==> src/rtl/rx_ring_writer.sv <==
module rx_ring_writer #(
  parameter int LEN_W     = 11,
  parameter int MAX_FRAME = 1514,
  parameter int MIN_FRAME = 60,
  parameter int OK_BIT    = 0,
  parameter int GRP_BIT   = 5
) (
  input  logic             clk,
  input  logic             rst_n,
  input  logic             halt,
  input  logic [7:0]       ring_first,
  input  logic [7:0]       ring_last,
  input  logic [7:0]       host_bound,
  input  logic             cur_ld,
  input  logic [7:0]       cur_ld_page,
  input  logic             frm_start,
  input  logic [LEN_W-1:0] frm_len,
  input  logic             in_valid,
  input  logic [7:0]       in_data,
  output logic             busy,
  output logic             mem_we,
  output logic [15:0]      mem_addr,
  output logic [7:0]       mem_wdata,
  output logic             rx_irq,
  input  logic             rx_irq_clr,
  output logic [7:0]       cur_page
);
  localparam int HDR_B = 4;
  localparam logic [16:0] NEED = 17'(MAX_FRAME + HDR_B);

  typedef enum logic [1:0] {S_IDLE, S_DATA, S_HDR} st_t;
  st_t st;

  logic [15:0]      wptr;
  logic [LEN_W-1:0] cnt, flen, plen;
  logic [15:0]      stored;
  logic [7:0]       nxt;
  logic [1:0]       hidx;
  logic             grp;

  // free space and drop decision
  logic [16:0] idx_b, bnd_b, ring_b, free_b;
  logic        full;
  assign idx_b  = {1'b0, cur_page, 8'h00};
  assign bnd_b  = {1'b0, host_bound, 8'h00};
  assign ring_b = {1'b0, ring_last - ring_first, 8'h00};
  assign free_b = (cur_page < host_bound) ? bnd_b - idx_b : ring_b - (idx_b - bnd_b);
  assign full   = free_b < NEED;

  // padded length and next page
  logic [LEN_W-1:0] plen_c;
  logic [15:0]      pages_c;
  logic [8:0]       nraw;
  logic [7:0]       next_c;
  assign plen_c  = (frm_len < LEN_W'(MIN_FRAME)) ? LEN_W'(MIN_FRAME) : frm_len;
  assign pages_c = (16'(plen_c) + 16'(HDR_B) + 16'(HDR_B) + 16'd255) >> 8;
  assign nraw    = {1'b0, cur_page} + pages_c[8:0];
  assign next_c  = (nraw >= {1'b0, ring_last}) ? 8'(nraw - {1'b0, ring_last - ring_first}) : nraw[7:0];

  // data path
  logic        real_b, wr_data;
  logic [15:0] wnext;
  logic [7:0]  status;
  assign real_b  = cnt < flen;
  assign wr_data = (st == S_DATA) && (real_b ? in_valid : 1'b1);
  assign wnext   = (wptr + 16'd1 == {ring_last, 8'h00}) ? {ring_first, 8'h00} : wptr + 16'd1;
  assign status  = 8'(1 << OK_BIT) | (8'(grp) << GRP_BIT);

  assign busy   = st != S_IDLE;
  assign mem_we = wr_data || (st == S_HDR);

  always_comb begin
    mem_addr  = wptr;
    mem_wdata = real_b ? in_data : 8'h00;
    if (st == S_HDR) begin
      mem_addr = {cur_page, 6'd0, hidx};
      case (hidx)
        2'd0:    mem_wdata = status;
        2'd1:    mem_wdata = nxt;
        2'd2:    mem_wdata = stored[7:0];
        default: mem_wdata = stored[15:8];
      endcase
    end
  end

  always_ff @(posedge clk) begin
    if (!rst_n) begin
      st       <= S_IDLE;
      cur_page <= 8'h00;
      rx_irq   <= 1'b0;
      wptr     <= '0;
      cnt      <= '0;
      flen     <= '0;
      plen     <= '0;
      stored   <= '0;
      nxt      <= '0;
      hidx     <= '0;
      grp      <= 1'b0;
    end else begin
      if (rx_irq_clr) rx_irq <= 1'b0;
      if (cur_ld)     cur_page <= cur_ld_page;
      case (st)
        S_IDLE: if (frm_start && !halt && !full) begin
          st     <= S_DATA;
          wptr   <= {cur_page, 8'd4};
          cnt    <= '0;
          flen   <= frm_len;
          plen   <= plen_c;
          stored <= 16'(plen_c) + 16'(HDR_B);
          nxt    <= next_c;
          grp    <= 1'b0;
        end
        S_DATA: if (wr_data) begin
          wptr <= wnext;
          cnt  <= cnt + 1'b1;
          if (cnt == '0) grp <= mem_wdata[0];
          if (cnt == plen - 1'b1) begin
            st   <= S_HDR;
            hidx <= 2'd0;
          end
        end
        default: begin
          hidx <= hidx + 2'd1;
          if (hidx == 2'd3) begin
            st       <= S_IDLE;
            cur_page <= nxt;
            rx_irq   <= 1'b1;
          end
        end
      endcase
    end
  end

  assert_ring_bounds_R5: assert property (@(posedge clk) disable iff (!rst_n)
    mem_we |-> (mem_addr >= {ring_first, 8'h00}) && (mem_addr < {ring_last, 8'h00}));

  assert_next_in_ring_R6: assert property (@(posedge clk) disable iff (!rst_n)
    (st == S_HDR && hidx == 2'd1) |-> (mem_wdata >= ring_first) && (mem_wdata < ring_last));

  assert_pad_zero_R3: assert property (@(posedge clk) disable iff (!rst_n)
    (st == S_DATA && !real_b) |-> mem_we && mem_wdata == 8'h00);

  assert_halt_drop_R8: assert property (@(posedge clk) disable iff (!rst_n)
    (!busy && frm_start && halt) |=> !busy);

  assert_done_moves_R7: assert property (@(posedge clk) disable iff (!rst_n)
    (st == S_HDR && hidx == 2'd3) |=> rx_irq && !busy && cur_page == $past(nxt));
endmodule

==> config.mk <==
export PLATFORM = sky130hd
export DESIGN_NAME = rx_ring_writer
export DESIGN_NICKNAME = d
export VERILOG_FILES = /design/src/rtl/rx_ring_writer.sv
export SDC_FILE = /design/constraint.sdc
export NUM_CORES = 1
export LEC_CHECK = 0
export ABC_AREA = 0
export ABC_CLOCK_PERIOD_IN_PS = 14210
export BUFFER_PORTS_ARGS = -buffer_cell sky130_fd_sc_hd__buf_4
export CORE_ASPECT_RATIO = 1.75
export CORE_MARGIN = 2
export CORE_UTILIZATION = 40
export CTS_CLUSTER_DIAMETER = 60
export DETAILED_ROUTE_END_ITERATION = 12
export GPL_TIMING_DRIVEN = 0
export HOLD_SLACK_MARGIN = 0.1
export PLACE_DENSITY_LB_ADDON = 0.08
export SYNTH_ARGS = -nofsm -noshare
export SYNTH_HDL_FRONTEND = slang
export SYNTH_SLANG_ARGS = --single-unit
==> constraint.sdc <==
create_clock -name clk -period 14.21 [get_ports clk]
set_input_delay 2.842 -clock clk [delete_from_list [all_inputs] [get_ports clk]]
set_output_delay 2.842 -clock clk [all_outputs]
set_load 0.01 [all_outputs]
==> key figures <==
Place
  – Pre-CTS setup slack: 4.80 ns
  – Post-DP HPWL: 22,700 um
  – Routability cong.: 0.931
  – I/O Buffers: 89
  – Area after DPL: 0.00859 mm2

Power and ir drop
  – Pwr/cell area: 98.5 mW/mm2
  – Static Leak: 0.00363 uW
  – Final Power: 880 uW
  – Peak VDD IR: 0.0646 mV

Yosys
  – EDFF count, synth: 0
  – FFs w/ async S/R, synth: 0%
  – Post-Syn Instances: 1,002
  – Post-synth cell types: 70
  – Cell Area, Synth: 0.00762 mm2
  – Synth Net Count: 1,144
  – Number of synthesis warnings: 0
  – Post-synthesis register bit count: 81
  – Seq/Total Area, Yosys: 21.3%
  – Dominant synthesized flop cell: dfxtp_1
  – Mean Syn Cell Area: 7.61 um2

Detailed routing
  – Via Count: 7,897
  – WL/cell: 21.1 um
  – Remaining DRCs: 0
  – Routed WL: 28,400 um
  – Drt initial violations: 594
  – Drt first pass iters: 5
  – Via/cell ratio: 5.88
  – Routed Antenna Nets: 0

STA
  – Final period util: 64.3%
  – Worst slew pin tran: 0.833 ns
  – Max Freq: 109 MHz
  – Worst setup margin: 5.07 ns
  – Final min period: 9.14 ns
  – RSZ-0062 raised after global routing: false
  – Slew headroom: 44.5%
  – Setup Viol. Count Final: 0
  – Setup_tns: 0 ns
  – Clock Skew: 0.0142 ns
  – Final Hold Viols: 0
  – Max-slew violations: 0

Clock network
  – Clk slew on worst S/H paths: 0.07 ns
  – CTS Buf Count: 9
  – Clk_lat worst skew: 0.36 ns
  – Cts hold-fix bufs: 0
  – Setup bufs post-CTS: 0
  – Num Clock Sinks: 81
  – CTS tree: built
  – Number of gates resized after CTS: 0
  – H-tree depth: 3
  – Clk buf depth: 2
  – Root Buffer Master: clkbuf_16

Final layout
  – Area grow syn2layout: 17.1%
  – Final net count: 1,244
  – Share of cells above drive strength 1: 12.5%
  – Fin area: 0.00893 mm2
  – Register cell area after layout: 0.00162 mm2
  – Multi-input gate area: 0.00545 mm2
  – ANT cells: 0
  – Fillers: 1,990

Critical path
  – Max FO, Critical Path: 10
  – Element type at the critical path start: primary input
  – Reg2reg start: cur_page[0]$_SDFF_PN0_
  – FF-to-FF setup slack: 9.62 ns
  – Critical Path AT: 9.42 ns
  – R2R depth: 16
  – Worst path required time: 14.50 ns
  – Critical path class: primary input to flop
  – CP Capture Type: flop
  – Reg-to-Reg End: nxt[1]$_SDFFE_PN0P_

Floorplan
  – IO Pins: 93
  – # rows: 66
  – Die area: 0.0202 mm2
  – CORE AREA: 0.0187 mm2
  – Die W: 108 um
  – Initial Util: 40.9%
  – Die H: 187 um

GRT
  – Initial antenna violation count: 0
  – Largest net degree at the start of global routing: 15
  – Vias in the first global route: 7,900
  – First-pass GRT wire length: 43,500 um
  – GR Overflow Total: 0
  – Tot GR Track Use: 28.4%

Worst hold path
  – Hold path depth: 2
  – Hold Path Class: flop to flop
  – Min-delay src: rx_irq$_SDFF_PN0_
  – Worst hold endpoint: rx_irq$_SDFF_PN0_

Outcome
  – Status: completed

Run
  – Max cap viols: 0
## cells in the final DEF (no fill, tap or decap), types with 7 or more instances in the layout
master	n
buf_4	95
a21oi_1	88
dfxtp_1	81
o21ai_0	79
inv_1	75
nor2_1	72
ha_1	71
nand2_1	67
clkbuf_1	46
xnor2_1	46
nand3_1	38
nor3_1	30
xor2_1	22
nor2b_1	20
nand4_1	17
o211ai_1	15
nand2b_1	14
a211oi_1	14
fa_1	13
mux2_2	11
a221oi_1	11
and3_1	11
or4_1	10
a31oi_1	10
clkbuf_16	9
a21o_1	8
a311oi_1	8
nor4_1	7
o21a_1	7
## state kept, by name (all words and copies together) (netlist names)
name and cells:
plen 11, cur_page 8, rx_irq 1, wptr 16, grp 1, nxt 8
st 2, hidx 2, flen 11, cnt 11, stored 10
## where the power goes
part | switching, uW | internal [uW]
clock network | 104 | 172
registers | 14.7 | 240
logic | 205 | 144
## cell usage after synthesis, types with 6 or more instances
| library cell | number | area (um2) |
|---|---|---|
| a211oi_1 | 14 | 105 |
| a21o_1 | 8 | 60.1 |
| a21oi_1 | 88 | 440 |
| a221oi_1 | 11 | 96.3 |
| a22oi_1 | 6 | 45.0 |
| a311oi_1 | 8 | 70.1 |
| a31oi_1 | 10 | 62.6 |
| and2_1 | 6 | 37.5 |
| and3_1 | 11 | 68.8 |
| buf_4 | 6 | 45.0 |
| clkbuf_1 | 46 | 173 |
| dfxtp_1 | 81 | 1620 |
| fa_1 | 13 | 260 |
| ha_1 | 71 | 888 |
| inv_1 | 75 | 282 |
| mux2_2 | 11 | 124 |
| mux2i_1 | 6 | 60.1 |
| nand2_1 | 67 | 251 |
| nand2b_1 | 14 | 87.6 |
| nand3_1 | 38 | 190 |
| nand4_1 | 17 | 106 |
| nor2_1 | 72 | 270 |
| nor2b_1 | 20 | 125 |
| nor3_1 | 30 | 150 |
| nor4_1 | 7 | 43.8 |
| o211ai_1 | 15 | 113 |
| o21a_1 | 7 | 52.6 |
| o21ai_0 | 79 | 395 |
| or2_2 | 6 | 37.5 |
| or4_1 | 10 | 75.1 |
| xnor2_1 | 46 | 403 |
| xor2_1 | 22 | 193 |
## area by class of cell
| class | count | share of cell area (%) |
|---|---|---|
| Buffer | 62 | 3.07 |
| Clock buffer | 9 | 2.52 |
| Clock inverter | 6 | 1.29 |
| Inverter | 75 | 3.15 |
| Multi-Input combinational cell | 784 | 61.0 |
| Sequential cell | 81 | 18.2 |
| Tap cell | 238 | 3.33 |
| Timing Repair Buffer | 89 | 7.48 |
## metal layers
metal,part of all wire [%],vias to the layer above,GRT usage [%]
li1,-,3802,-
met5,0,-,0
met2,54,265,53.9
met1,36,3742,28.7
met4,5.7,0,16.9
met3,3.9,88,3.28
## cell families after synthesis
kind of cell    after synthesis  synth area share (%)
simple gates                323                  22.1
buf+inv                     137                  7.29
other cells                   1                0.0492
compound gates              291                  24.0
flops                        81                  21.3
fa+ha+maj                    84                  15.1
xor+xnor                     68                  7.81
mux                          17                  2.41
## worst max-delay path by stage
stage | from | to | cells after the start
floorplan | frm_len[7] | nxt[1]$_SDFFE_PN0P_ | 25
global placement | frm_len[7] | nxt[1]$_SDFFE_PN0P_ | 26
detailed placement | frm_len[7] | nxt[1]$_SDFFE_PN0P_ | 26
CTS | frm_len[7] | nxt[1]$_SDFFE_PN0P_ | 26
global route | frm_len[7] | nxt[1]$_SDFFE_PN0P_ | 26
finish | frm_len[7] | nxt[1]$_SDFFE_PN0P_ | 26
## per-stage QoR
| stage | util, % | std cells | hold slack [ns] |
|---|---|---|---|
| after floorplan | - | 1002 | 0.446 |
| after global placement | 46.0 | 1329 | 0.464 |
| after detailed placement | 46.0 | 1329 | 0.470 |
| after CTS | 47.9 | 1344 | 0.480 |
| after global routing | 47.9 | 1344 | 0.510 |
| final | 47.9 | 1344 | 0.480 |
## worst max-delay path: stages
cell	delay (ns)
buf_4	0.14
or4_1	0.51
nor2_1	0.37
nor2_1	0.17
inv_1	0.09
ha_1	0.25
xor2_1	0.19
o2111ai_1	0.14
nor3_1	0.37
a31oi_1	0.22
xor2_1	0.36
inv_1	0.11
fa_1	0.44
nor2b_1	0.11
o21ai_0	0.10
a21boi_0	0.34
o21ai_0	0.16
xnor2_1	0.38
ha_1	0.32
nand4_1	0.09
nor2_1	0.04
nor4_1	0.61
clkbuf_1	0.41
mux2i_1	0.32
nand3_1	0.16
a21oi_1	0.18
(Power assumes the default switching activity.)
